File: src/rtl/ss_pkg.sv
// Shared definitions for the clocked serial shifter.
// Assumes: one system clock domain; byte-wide transfers.
package ss_pkg;
    localparam int unsigned SS_BITS = 8;

    // Classified transfer-clock events, valid for one system cycle each.
    typedef struct packed {
        logic launch;   // clock leaves its resting level
        logic sample;   // clock returns to its resting level
    } ss_edge_t;
endpackage

File: src/rtl/ss_clk_div.sv
// Transfer-clock divider: emits a one-cycle tick every (reload+1) system
// clocks while run is high. A restart zeroes the count and suppresses the
// tick in that cycle. Assumes reload is held stable during a transfer.
module ss_clk_div #(
    parameter int DIV_W = 8
) (
    input  logic             clk,
    input  logic             rst_n,
    input  logic             run,
    input  logic             restart,
    input  logic [DIV_W-1:0] reload,
    output logic             tick
);
    logic [DIV_W-1:0] cnt;

    assign tick = run && !restart && (cnt == reload);

    // Count up to the reload value, wrapping to zero on every tick.
    always_ff @(posedge clk) begin
        if (!rst_n) begin
            cnt <= '0;
        end else if (restart || !run) begin
            cnt <= '0;
        end else if (cnt == reload) begin
            cnt <= '0;
        end else begin
            cnt <= cnt + 1'b1;
        end
    end

    // Ticks are separated by at least one idle cycle unless the reload is zero.
    p_tick_gap_r2: assert property (@(posedge clk) disable iff (!rst_n)
        (tick && reload != '0) |=> (!tick || reload != $past(reload)));
endmodule

File: src/rtl/ss_pin_edge.sv
// External clock pin synchroniser and edge classifier. Two flops
// synchronise the pin and a third holds the previous level. An edge toward
// the polarity level is a launch, an edge away from it is a sample.
// Assumes the pin toggles at most once every two system clocks.
module ss_pin_edge
    import ss_pkg::*;
(
    input  logic     clk,
    input  logic     rst_n,
    input  logic     pin,
    input  logic     pol,
    output ss_edge_t ev
);
    logic [2:0] sync;

    // Shift the pin level through the synchroniser; reset to the resting level.
    always_ff @(posedge clk) begin
        if (!rst_n) begin
            sync <= {3{~pol}};
        end else begin
            sync <= {sync[1:0], pin};
        end
    end

    // Classify a level change seen at the synchroniser output.
    always_comb begin
        ev.launch = (sync[1] != sync[2]) && (sync[1] == pol);
        ev.sample = (sync[1] != sync[2]) && (sync[1] != pol);
    end
endmodule

File: src/rtl/ss_shift_core.sv
// Shift engine: the shared transmit/receive register, the bit counter,
// the internal clock phase, output-enable hold and the status flags.
// Assumes configuration inputs change only while no transfer is active.
module ss_shift_core
    import ss_pkg::*;
#(
    parameter int DATA_W = SS_BITS
) (
    input  logic              clk,
    input  logic              rst_n,
    input  logic              wr_en,
    input  logic [DATA_W-1:0] wr_data,
    input  logic              int_mode,
    input  logic              msb_first,
    input  logic              pol,
    input  logic              idle_lvl,
    input  logic              sdi,
    input  logic              err_clr,
    input  logic              tick,
    input  ss_edge_t          ext_ev,
    output logic [DATA_W-1:0] shreg_o,
    output logic              sclk_o,
    output logic              sdo_o,
    output logic              sdo_oe_o,
    output logic              irq_o,
    output logic              busy_o,
    output logic              err_o,
    output logic              run_o,
    output logic              restart_o
);
    localparam int BIT_W = $clog2(DATA_W);
    localparam logic [BIT_W-1:0] LAST_BIT = BIT_W'(DATA_W - 1);

    logic [DATA_W-1:0] shreg, shifted;
    logic [BIT_W-1:0]  bits;
    logic busy, hold, active, sdo_q, sclk_q, irq_q, err_q;
    logic idle_clk, wr_ok, launch, sample, done, out_bit;

    // Decode this cycle's transfer events from the selected clock source.
    always_comb begin
        idle_clk = ~pol;
        wr_ok    = wr_en && !busy;
        if (int_mode) begin
            launch = tick && busy && (sclk_q == idle_clk);
            sample = tick && busy && (sclk_q != idle_clk);
        end else begin
            launch = busy && ext_ev.launch;
            sample = ext_ev.sample;
        end
        done    = sample && busy && (bits == LAST_BIT);
        out_bit = msb_first ? shreg[DATA_W-1] : shreg[0];
        shifted = msb_first ? {shreg[DATA_W-2:0], sdi} : {sdi, shreg[DATA_W-1:1]};
    end

    // Shared data register: load on an accepted write, shift on sampling edges.
    always_ff @(posedge clk) begin
        if (!rst_n)      shreg <= '0;
        else if (wr_ok)  shreg <= wr_data;
        else if (sample) shreg <= shifted;
    end

    // Busy flag and count of sampled bits in the current byte.
    always_ff @(posedge clk) begin
        if (!rst_n) begin
            busy <= 1'b0;
            bits <= '0;
        end else if (wr_ok) begin
            busy <= 1'b1;
            bits <= '0;
        end else if (sample && busy) begin
            bits <= bits + 1'b1;
            if (done) busy <= 1'b0;
        end
    end

    // Outgoing bit register and the flag marking a launched transfer.
    always_ff @(posedge clk) begin
        if (!rst_n) begin
            sdo_q  <= 1'b0;
            active <= 1'b0;
        end else if (wr_ok) begin
            active <= 1'b0;
        end else if (launch) begin
            sdo_q  <= out_bit;
            active <= 1'b1;
        end else if (done) begin
            active <= 1'b0;
        end
    end

    // Half-period hold of data-out after an internal-clock transfer.
    always_ff @(posedge clk) begin
        if (!rst_n)                hold <= 1'b0;
        else if (wr_ok)            hold <= 1'b0;
        else if (done && int_mode) hold <= 1'b1;
        else if (tick && hold)     hold <= 1'b0;
    end

    // Internal transfer clock phase: toggles on ticks, parks at rest otherwise.
    always_ff @(posedge clk) begin
        if (!rst_n)            sclk_q <= ~pol;
        else if (wr_ok)        sclk_q <= idle_clk;
        else if (tick && busy) sclk_q <= ~sclk_q;
        else if (!busy)        sclk_q <= idle_clk;
    end

    // Completion pulse and sticky write-while-busy flag.
    always_ff @(posedge clk) begin
        if (!rst_n) begin
            irq_q <= 1'b0;
            err_q <= 1'b0;
        end else begin
            irq_q <= done;
            if (wr_en && busy) err_q <= 1'b1;
            else if (err_clr)  err_q <= 1'b0;
        end
    end

    assign shreg_o   = shreg;
    assign sclk_o    = sclk_q;
    assign sdo_o     = (int_mode || active) ? sdo_q : idle_lvl;
    assign sdo_oe_o  = int_mode ? (active || hold) : 1'b1;
    assign irq_o     = irq_q;
    assign busy_o    = busy;
    assign err_o     = err_q;
    assign run_o     = int_mode && (busy || hold);
    assign restart_o = wr_ok;

    p_irq_single_r5: assert property (@(posedge clk) disable iff (!rst_n)
        irq_q |=> !irq_q);
    p_irq_ends_busy_r1: assert property (@(posedge clk) disable iff (!rst_n)
        irq_q |-> (!busy && $past(busy)));
    p_busy_write_flag_r9: assert property (@(posedge clk) disable iff (!rst_n)
        (wr_en && busy) |=> err_q);
    p_idle_data_r4: assert property (@(posedge clk) disable iff (!rst_n)
        (!busy && !wr_en && int_mode) |=> $stable(shreg));
    p_clk_park_r3: assert property (@(posedge clk) disable iff (!rst_n)
        (int_mode && !busy && !hold && $stable(pol)) |-> (sclk_q == ~pol));
endmodule

File: src/rtl/ser_shift_unit.sv
// Clocked serial I/O shifter top: ties the divider, the external clock
// edge classifier and the shift engine together. Assumes an external
// clock no faster than a quarter of the system clock.
module ser_shift_unit
    import ss_pkg::*;
#(
    parameter int DATA_W = SS_BITS,
    parameter int DIV_W  = 8
) (
    input  logic              clk,
    input  logic              rst_n,
    input  logic              wr_en,
    input  logic [DATA_W-1:0] wr_data,
    output logic [DATA_W-1:0] rd_data,
    input  logic              cfg_int_clk,
    input  logic              cfg_msb_first,
    input  logic              cfg_pol,
    input  logic              cfg_idle_lvl,
    input  logic [DIV_W-1:0]  div_val,
    input  logic              err_clr,
    input  logic              sclk_in,
    output logic              sclk_out,
    input  logic              sdi,
    output logic              sdo,
    output logic              sdo_oe,
    output logic              done_irq,
    output logic              busy,
    output logic              wr_err
);
    logic     tick, run, restart;
    ss_edge_t ext_ev;

    ss_clk_div #(.DIV_W(DIV_W)) u_div (
        .clk     (clk),
        .rst_n   (rst_n),
        .run     (run),
        .restart (restart),
        .reload  (div_val),
        .tick    (tick)
    );

    ss_pin_edge u_edge (
        .clk   (clk),
        .rst_n (rst_n),
        .pin   (sclk_in),
        .pol   (cfg_pol),
        .ev    (ext_ev)
    );

    ss_shift_core #(.DATA_W(DATA_W)) u_core (
        .clk       (clk),
        .rst_n     (rst_n),
        .wr_en     (wr_en),
        .wr_data   (wr_data),
        .int_mode  (cfg_int_clk),
        .msb_first (cfg_msb_first),
        .pol       (cfg_pol),
        .idle_lvl  (cfg_idle_lvl),
        .sdi       (sdi),
        .err_clr   (err_clr),
        .tick      (tick),
        .ext_ev    (ext_ev),
        .shreg_o   (rd_data),
        .sclk_o    (sclk_out),
        .sdo_o     (sdo),
        .sdo_oe_o  (sdo_oe),
        .irq_o     (done_irq),
        .busy_o    (busy),
        .err_o     (wr_err),
        .run_o     (run),
        .restart_o (restart)
    );
endmodule

File: config.mk
export PLATFORM = sky130hd
export DESIGN_NAME = ser_shift_unit
export DESIGN_NICKNAME = d
export VERILOG_FILES = /design/src/rtl/ss_pkg.sv /design/src/rtl/ss_clk_div.sv /design/src/rtl/ss_pin_edge.sv /design/src/rtl/ss_shift_core.sv /design/src/rtl/ser_shift_unit.sv
export SDC_FILE = /design/constraint.sdc
export NUM_CORES = 1
export LEC_CHECK = 0
export BUFFER_PORTS_ARGS = -buffer_cell sky130_fd_sc_hd__buf_2
export CAP_MARGIN = 30
export CORE_UTILIZATION = 23
export CTS_CLUSTER_DIAMETER = 40
export DETAILED_ROUTE_END_ITERATION = 10
export HOLD_SLACK_MARGIN = 0.02
export PLACE_DENSITY_LB_ADDON = 0.08
export SETUP_SLACK_MARGIN = 0.3
export SLEW_MARGIN = 25
export SYNTH_ARGS = -nofsm -noshare
export SYNTH_HDL_FRONTEND = slang
export SYNTH_SLANG_ARGS = --single-unit
File: constraint.sdc
create_clock -name clk -period 2.6 [get_ports clk]
set_input_delay 0.26 -clock clk [delete_from_list [all_inputs] [get_ports clk]]
set_output_delay 0.26 -clock clk [all_outputs]
set_load 0.03 [all_outputs]
# After elaboration in Yosys (flattened, before gate mapping)
# Cells that the tools add are included.
dict set report op_classes {
  n_addsub 2
  n_eq_ne 8
  mux 21
  bitwise 4
  reduce_logical 32
}
# operator n
set op_table {}
lappend op_table {{$mux W8} 3}
lappend op_table {{$mux W1} 17}
lappend op_table {{$logic_and A1 B1 Y1} 15}
lappend op_table {{$reduce_bool A2 Y1} 6}
lappend op_table {{$add A8 B1 Y8 const B} 1}
lappend op_table {{$eq A8 B8 Y1} 1}
lappend op_table {{$logic_or A1 B1 Y1} 4}
lappend op_table {{$ne A4 B4 Y1 const B} 1}
lappend op_table {{$not A1 Y1} 4}
lappend op_table {{$reduce_and A2 Y1} 2}
lappend op_table {{$add A3 B1 Y3 const B} 1}
lappend op_table {{$eq A3 B3 Y1 const B} 1}
lappend op_table {{$logic_not A1 Y1} 3}
lappend op_table {{$mux W3} 1}
lappend op_table {{$ne A1 B1 Y1} 3}
lappend op_table {{$reduce_or A3 Y1} 1}
lappend op_table {{$eq A1 B1 Y1} 2}
lappend op_table {{$reduce_or A2 Y1} 1}
dict set report word_totals {
  reg_bits 29
  input_bits 26
  out_inout_bits 14
  elab_cells 78
}

# Logic depth before layout (Yosys ltp)
# Gate-level depths: netlist of run 1.
dict set report depth {
  depth_word 13
  ltp_mapped 7
  depth_no_buf 5
}

# By module
# A second synthesis of run 1 with hierarchy kept.
dict set report hier_totals {
  cells_unflattened 160
  hier_area_um2 1586.5
}
# module n_inst cells_per_inst area_per_inst_um2 seq_area_each_um2
set modules_own_cells {}
lappend modules_own_cells {ss_shift_core 1 100 975.9 370.4}
lappend modules_own_cells {ss_clk_div 1 46 478.0 160.2}
lappend modules_own_cells {ss_pin_edge 1 14 132.6 60.1}

# Least setup slack after synthesis of run 1
# No wires, ideal clock.
dict set report synth_path {
  kind {register to register}
  start {register u_core.sclk_q (netlist: u_core.sclk_o)}
  end {register u_core.shreg[6] (netlist: u_core.shreg_o[6])}
  setup_time_ps 132
  arrival_time_ps 1444
  t_required_ps 2468
  path_slack_ps 1023
  stages_incl_launch_ff 7
  path_buffers 1
  period_less_slack_ps 1577
  path_cell_list {edfxtp_1 -> a21bo_2 -> o32a_2 -> and4_4 -> buf_6 -> nand2_1 -> a31oi_1}
}
dict set report synth_between {
  elab_chain_cells 4
}
# item line_no
set synth_lines {}
lappend synth_lines {{start, declared} ss_shift_core.sv:36} ;# logic busy, hold, active, sdo_q, sclk_q, irq_q, err_q;
lappend synth_lines {{start signal, assigned} ss_shift_core.sv:101} ;# if (!rst_n) sclk_q <= ~pol;
lappend synth_lines {{start signal, assigned} ss_shift_core.sv:102} ;# else if (wr_ok) sclk_q <= idle_clk;
lappend synth_lines {{start signal, assigned} ss_shift_core.sv:103} ;# else if (tick && busy) sclk_q <= ~sclk_q;
lappend synth_lines {{$ne A1 B1 Y1} ss_shift_core.sv:45} ;# sample = tick && busy && (sclk_q != idle_clk);
lappend synth_lines {{$logic_and A1 B1 Y1} ss_shift_core.sv:45}
lappend synth_lines {{$mux W1} ss_shift_core.sv:43} ;# if (int_mode) begin
lappend synth_lines {{$reduce_bool A2 Y1 (no source line)} -}
lappend synth_lines {{end signal, assigned} ss_shift_core.sv:58} ;# else if (wr_ok) shreg <= wr_data;
lappend synth_lines {{end signal, assigned} ss_shift_core.sv:59} ;# else if (sample) shreg <= shifted;
lappend synth_lines {{end, declared} ss_shift_core.sv:34} ;# logic [DATA_W-1:0] shreg, shifted;
# No other way between the ends.
# A chain may end at the register's enable or synchronous reset.

# Worst setup path after layout of run 1
dict set report layout_path {
  start {register u_core.busy (netlist: u_core.busy_o)}
  end {register u_core.shreg[4] (netlist: u_core.shreg_o[4])}
}
dict set report layout_between {
  elab_chain_cells 9
  elab_cells_between_ends 12
  classes_between {mux (2); reduce/logical (10)}
}
# item line_no
set layout_lines {}
lappend layout_lines {{start, declared} ss_shift_core.sv:36}
lappend layout_lines {{start signal, assigned} ss_shift_core.sv:65} ;# busy <= 1'b0;
lappend layout_lines {{start signal, assigned} ss_shift_core.sv:68} ;# busy <= 1'b1;
lappend layout_lines {{start signal, assigned} ss_shift_core.sv:72} ;# if (done) busy <= 1'b0;
lappend layout_lines {{$logic_not A1 Y1} ss_shift_core.sv:42} ;# wr_ok = wr_en && !busy;
lappend layout_lines {{$logic_and A1 B1 Y1} ss_shift_core.sv:42}
lappend layout_lines {{$logic_not A1 Y1} ss_clk_div.sv:16} ;# assign tick = run && !restart && (cnt == reload);
lappend layout_lines {{$logic_and A1 B1 Y1 (2 in series)} ss_clk_div.sv:16}
lappend layout_lines {{$logic_and A1 B1 Y1 (2 in series)} ss_shift_core.sv:45}
lappend layout_lines {{$mux W1} ss_shift_core.sv:43}
lappend layout_lines {{$reduce_bool A2 Y1 (no source line)} -}
# Several ways; a longest one is shown, not always the timed one.

==> impl_results.md, run 1 <==
* Mapped Area at 1620 µm²
* Critical Path Sink: u_core.shreg_o[4]
* Most instantiated flip-flop cell in the synthesis netlist: sky130_fd_sc_hd__dfxtp_1
* Type of origin of the critical path: flop
* Net Sw Frac at 0.279
* Multi-input combinational cell area at 966 µm²
* Result of the run: complete, no violations
* Util after Layout at 0.294
* Chain of cells forming the critical path: nor2b_1 > nor2_2 > a22oi_1 > a31oi_1
* PD cells at 535 nW/µm²
* Share of post-route cells with drive strength above 1 at 0.311
* Vias per inst at 4.55
* Critical path depth at 4
* Slowest-stage cell, CP: sky130_fd_sc_hd__dfxtp_1
* Net switching component of the power at 298 µW
* Clock period minus final worst setup slack at 1.62 ns
* Post-CTS setup buffers at 0
* Power share of the sequential group at 0.454
* Clock sink total at 29
* GPL Wtd Cong at 0.687
* Clk Latency, worst-skew pair at 0.27 ns
* Clock-pin slew on the worst setup and hold paths at 0.07 ns
* Full die area at 7400 µm²
* Compound-cell area share of the yosys netlist at 0.164
* Yosys warning total at 0
* Synthesized instance count at 183
* Ports at 40
* Synth Area in XOR/XNOR at 0.0810
* Floorplan die width at 86 µm
* Post-synth EDFFs at 1
* Skew final at 0.00581 ns
* Overall routing resource usage at 0.125
* Setup repair after global routing missed its margin: no
* Dominant combinational cell family by area after synthesis: simple AND/OR/NAND/NOR gates
* Drt total wl at 4390 µm
* Maximum number of pins on one net before global-route repair at 15
* Leading cell type by number of instances after synthesis: sky130_fd_sc_hd__dfxtp_1
* Initial cell density of the core at 0.239
* Top cells by area, synth: sky130_fd_sc_hd__dfxtp_1, sky130_fd_sc_hd__mux2_2, sky130_fd_sc_hd__xnor2_1
* Site row count at 30
* Final HPWL DP at 3250 µm
* Relative max-transition margin at 0.653
* Portion of netlist area occupied by mux cells at 0.0817
* Buf/Inv on CP at 0
* DR vias at 1448
* Arr. time, crit path at 1.82 ns
* DR WL/cell at 13.8 µm
* Clock network fraction of design power at 0.391
* Startpoint of the most critical hold path: sclk_in
* Mean cell area of the mapped netlist at 8.87 µm²
* Buffer levels on the longest clock path at 2
* DRC Markers at 0
* Iteration count of the initial detailed-routing pass at 4
* Worst reg2reg setup slack at 0.98 ns
* FF-to-FF path depth at 4
* Number of nets in the finished design at 250
* Layout overhead on the synthesized area at 23.0%
* Clock tree from TritonCTS: done
* PostCTS Resize Cnt at 0
* Worst setup slack before clock tree synthesis at 0.984 ns
* Input/output buffers at 39
* Type of element capturing the critical path: flop
* Number of buffers created by CTS at 5
* Number of cells in the design after placement at 310
* Antenna diode count at 0
* Maxcap violations at 0
* Maximum vdd ir drop at 197 µV
* Pint at 769 µW
* Hold Crit Class: in -> reg
* Arithmetic-cell share of the synthesized area counting full adders, half adders and majority gates at 0.0231
* Largest driver fanout on the critical path at 14
* Count of final hold-check violations at 0
* Global-route wire length before repair at 7140 µm
* Post-route worst hold slack at 0.184 ns
* # fillers at 748
* CP max stage delay at 0.64 ns
* Power share of the combinational group at 0.155
* Final Cycle Share at 0.625
* ANT nets after route at 0
* Die height at 86 µm
* Syn Nets at 212
* Total negative setup slack at 0 ns
* Launching point of the worst reg2reg path: u_core.busy_o
* Setup violations, final at 0
* CTS Hold Bufs at 0
* Library cells used by synthesis at 42
* Proportion of synthesized chip area in sequential cells at 0.364
* Top cells by instance count after synthesis: sky130_fd_sc_hd__dfxtp_1, sky130_fd_sc_hd__nand2_1, sky130_fd_sc_hd__nor2_1
* Worst flop-to-flop path endpoint: u_core.shreg_o[4]
* Flip-flop and latch count after synthesis at 29
* Number of global-route vias before repair at 1407
* Kind of cell with the highest combined delay on the critical path: flip-flops
* Count of H-tree levels built during CTS at 2
* Proportion of netlist area held by the largest area contributor at 0.345
* Initial antenna violation count at 0
* Cell type contributing the most total cell area after synthesis: sky130_fd_sc_hd__dfxtp_1
* Combined flip-flop and latch cell area at 591 µm²
* Max Clock Freq at 0.616 GHz
* 1st-iter DRT viols at 67
* Required @ worst endpoint at 2.80 ns
* Root Buffer: sky130_fd_sc_hd__clkbuf_8
* GRT overflow at 0
* Actual slew at the worst max-slew pin at 0.520 ns
* Cell Count, Final, Fillers Out at 318
* WS Path Type: reg -> reg
* Setup slack after layout at 0.975 ns
* Fraction of the mapped netlist area in simple logic gates at 0.245
* Leakage at 0.000783 µW
* Async S/R FF share, synth at 0
* Core Footprint at 6790 µm²
* Worst setup startpoint: u_core.busy_o
* Total count of max-transition violations in the final report at 0
-- registers in the layout (all words and copies together), names as in the netlist --
register,flops
u_core.err_o,1
u_core.busy_o,1
u_div.cnt,8
u_core.sclk_o,1
u_core.bits,3
u_core.active,1
u_core.shreg_o,8
u_core.sdo_q,1
u_edge.sync,3
u_core.irq_o,1
u_core.hold,1
-- cell usage in the layout, fill, tap and decap left out, drive strengths merged, types with 2 or more instances in the layout --
cell type  synthesis  layout
nand2b             3       3
xor2               6       6
xnor2              9       9
a31oi              8       8
mux2              10      10
or3                2       2
dfxtp             28      28
buf                5      40
inv                4       4
clkbuf             4       7
o21ai              9       9
ha                 3       3
a21oi              6       6
and4               3       3
nor2b              3       3
nand4             12      12
nand3              8       8
nor2              14      14
and3               3       3
nand2             18      18
a22oi              8       8
mux2i              2       2
nor3b              3       3
-- power by group through the flow --
stage               Combinational, µW  Clock, µW  Sequential (µW)
floorplan                        95.8          0              507
global placement                  169          0              495
detailed placement                167          0              494
CTS                               167        437              485
global route                      181        453              488
finish                            166        417              484
-- per-stage QoR --
stage | instance area (µm²) | power (µW)
floorplan | 1620 | 603
global placement | 1890 | 664
detailed placement | 1890 | 661
CTS | 2000 | 1090
global route | 2000 | 1120
finish | 2000 | 1070
-- layout make-up --
type / instances / share of cell area
clock buffers: 7 / 0.0483
clock inverters: 1 / 0.00251
well taps: 96 / 0.0602
inverters: 4 / 0.00752
repair buffers: 40 / 0.102
multi-input cells: 141 / 0.484
flip-flops and latches: 29 / 0.296
-- worst min-delay path by stage --
stage	to	slack [ns]	cells after the start
2_1_floorplan	u_edge.sync[0]	0.37	2
3_3_place_gp	u_core.sdo_q	0.45	2
3_5_place_dp	u_edge.sync[1]	0.44	2
4_1_cts	u_edge.sync[0]	0.18	3
5_1_grt	u_edge.sync[0]	0.20	3
6_report	u_edge.sync[0]	0.18	3
-- worst reg2reg max path: cells and delay by family (launching register included) --
family | cells | cell delay, ns
flops | 1 | 0.64
compound gates | 2 | 0.27
simple gates | 2 | 0.64
-- per-layer routing --
layer  up-vias  wire length [µm]  global-route usage
met1       662              2210               0.168
met4         0                29              0.0348
met2        34              1970               0.197
met5         -                 0                   0
li1        748                 -                   -
met3         4               183              0.0318
-- cells by family (layout without fill, tap and decap cells) --
logic type                 after synthesis  in the layout
AOI/OAI and AO/OA                       38             38
adders and majority gates                3              3
buffers and inverters                   13             52
DFF                                     29             29
muxes                                   12             12
and+or+nand+nor                         73             73
xor gates and xnor gates                15             15
(Power assumes the default switching activity.)
==> run 2: changes to the inputs <==
==> constraint.sdc (replaced) <==
create_clock -name clk -period 1.7 [get_ports clk]
set_input_delay 0.17 -clock clk [delete_from_list [all_inputs] [get_ports clk]]
set_output_delay 0.17 -clock clk [all_outputs]
set_load 0.03 [all_outputs]
==> run 2 against run 1 <==
  * Combinational power grew 84%
  * Flip-flop and latch count is the same
  * Routed wire length grew 1.2%
  * Final cell count grew 2.8%
  * Largest power group unchanged
  * Non-clock buffer count grew 9
==> impl_results.md, run 2 (same netlist as run 1, synthesis figures left out) <==
* Initial antenna violation count at 0
* Setup violations, final at 0
* 1st-iter DRT viols at 46
* Arr. time, crit path at 1.45 ns
* Most heavily used metal layer in global routing: met2
* Result of the run: complete, no violations
* Largest driver fanout on the critical path at 5
* ANT nets after route at 0
* Core Footprint at 6790 µm²
* Required @ worst endpoint at 1.72 ns
* Kind of cell with the highest combined delay on the critical path: simple AND/OR/NAND/NOR gates
* FF-to-FF path depth at 5
* DR vias at 1492
* Number of nets in the finished design at 259
* Total count of max-transition violations in the final report at 0
* Max Clock Freq at 0.696 GHz
* Input/output buffers at 39
* Floorplan die width at 86 µm
* Ports at 40
* PD cells at 709 nW/µm²
* Number of global-route vias before repair at 1405
* Root Buffer: sky130_fd_sc_hd__clkbuf_8
* Iteration count of the initial detailed-routing pass at 4
* Final Cycle Share at 0.845
* Met3 Track Usage GR at 0.0318
* Clock-pin slew on the worst setup and hold paths at 0.07 ns
* Clk Latency, worst-skew pair at 0.28 ns
* Worst setup slack before clock tree synthesis at 0.142 ns
* Drt total wl at 4440 µm
* Most common library cell in the layout ignoring fill and taps: sky130_fd_sc_hd__buf_2
* Setup repair after global routing missed its margin: yes
* Maxcap violations at 0
* Global-route wire length before repair at 7180 µm
* Site row count at 30
* Slowest-stage cell, CP: sky130_fd_sc_hd__dfxtp_4
* Clock period minus final worst setup slack at 1.44 ns
* Final HPWL DP at 3270 µm
* Die height at 86 µm
* Buffer levels on the longest clock path at 2
* Share of post-route cells with drive strength above 1 at 0.463
* Overall routing resource usage at 0.127
* Relative max-transition margin at 0.758
* Leakage at 0.000881 µW
* Worst flop-to-flop path endpoint: u_core.sclk_o
* Initial cell density of the core at 0.239
* CTS Hold Bufs at 0
* Layout overhead on the synthesized area at 38.1%
* Util after Layout at 0.330
* Vias per inst at 4.56
* Actual slew at the worst max-slew pin at 0.362 ns
* CP max stage delay at 0.37 ns
* Maximum vdd ir drop at 263 µV
* DRC Markers at 0
* Type of element capturing the critical path: flop
* DR WL/cell at 13.6 µm
* Total negative setup slack at 0 ns
* WS Path Type: reg -> reg
* Full die area at 7400 µm²
* Hold Path Sink: u_edge.sync[0]
* GRT overflow at 0
* Maximum number of pins on one net before global-route repair at 14
* Setup slack after layout at 0.264 ns
* Startpoint of the most critical hold path: sclk_in
* Count of final hold-check violations at 0
* Skew final at 0.00508 ns
* Met2 track demand over resource at 0.202
* Count of H-tree levels built during CTS at 2
* Clock tree from TritonCTS: done
* Min-Delay Path Depth at 3
* GPL Wtd Cong at 0.701
* Buf/Inv on CP at 0
* Leading cell types in the layout, fill and taps excluded: sky130_fd_sc_hd__buf_2, sky130_fd_sc_hd__dfxtp_1, sky130_fd_sc_hd__nand2_1, sky130_fd_sc_hd__nand4_1, sky130_fd_sc_hd__nor2_1
* Antenna diode count at 0
* Number of buffers created by CTS at 5
* Type of origin of the critical path: flop
* Clock sink total at 29
* Chain of cells forming the critical path: xnor2_2 > nand4_1 > nor2_4 > nand4_1 > mux2i_1
* Launching point of the worst reg2reg path: u_div.cnt[1]
* GR Layer Usage met1 at 0.166
* Worst reg2reg setup slack at 0.26 ns
* Hold Crit Class: in -> reg
* CP dominant cell by count: sky130_fd_sc_hd__nand4_1
run 2: cell types whose count changed in the layout (fill, tap and decap cells not counted), sizes merged:
cell    previous run  this run
clkbuf             7         6
buf               40        49
clkinv             1         2
run 2: power by group:
group          leakage, µW  switching [µW]  internal [µW]  total, µW
registers         0.000245            31.1            703        734
logic             0.000591             173            132        306
clock network    0.0000450             265            283        548
total             0.000881             469           1120       1590
run 2: worst max-delay path by stage:
stage	start	end	slack [ns]	cells past startpoint
floorplan	u_core.sclk_o	u_core.shreg_o[6]	0.14	6
global placement	u_div.cnt[3]	u_core.sdo_q	0.14	5
detailed placement	u_div.cnt[3]	u_core.sdo_q	0.14	5
CTS	u_div.cnt[5]	u_core.sdo_q	0.26	5
global route	u_div.cnt[1]	u_core.shreg_o[0]	0.20	5
finish	u_div.cnt[1]	u_core.sclk_o	0.26	5
run 2: layout make-up:
| type | count | area (µm²) |
|---|---|---|
| Fill cell | 733 | 4550 |
| Inverter | 4 | 15.0 |
| Clock buffer | 6 | 72.6 |
| Sequential cell | 29 | 619 |
| Tap cell | 96 | 120 |
| Multi-Input combinational cell | 141 | 1130 |
| Timing Repair Buffer | 49 | 277 |
| Clock inverter | 2 | 10.0 |
run 2: what timing repair did:
| action | CTS | global route |
|---|---|---|
| pin swaps | 11 | 17 |
| setup endpoints to repair | 24 | 20 |
| gates resized for setup | 30 | 18 |
| setup buffers | 3 | 0 |
run 2: through the flow:
step	cell area, µm²	hold WS (ns)	cells	power [µW]
floorplan	1630	0.283	183	926
global placement	1950	0.371	316	1030
detailed placement	1950	0.386	316	1030
CTS	2170	0.0846	327	1610
global route	2240	0.118	327	1680
finish	2240	0.0915	327	1590
run 2: worst reg2reg max path: stages (launching register included):
cell and delay, ns:
sky130_fd_sc_hd__dfxtp_4 0.37, sky130_fd_sc_hd__xnor2_2 0.15, sky130_fd_sc_hd__nand4_1 0.22, sky130_fd_sc_hd__nor2_4 0.19
sky130_fd_sc_hd__nand4_1 0.11, sky130_fd_sc_hd__mux2i_1 0.14
run 2: layer usage:
layer	share of wire	vias up	routed length (µm)
met5	0	-	0
met2	0.46	32	2050
met1	0.48	687	2120
met3	0.048	6	213
met4	0.013	0	59
li1	-	767	-
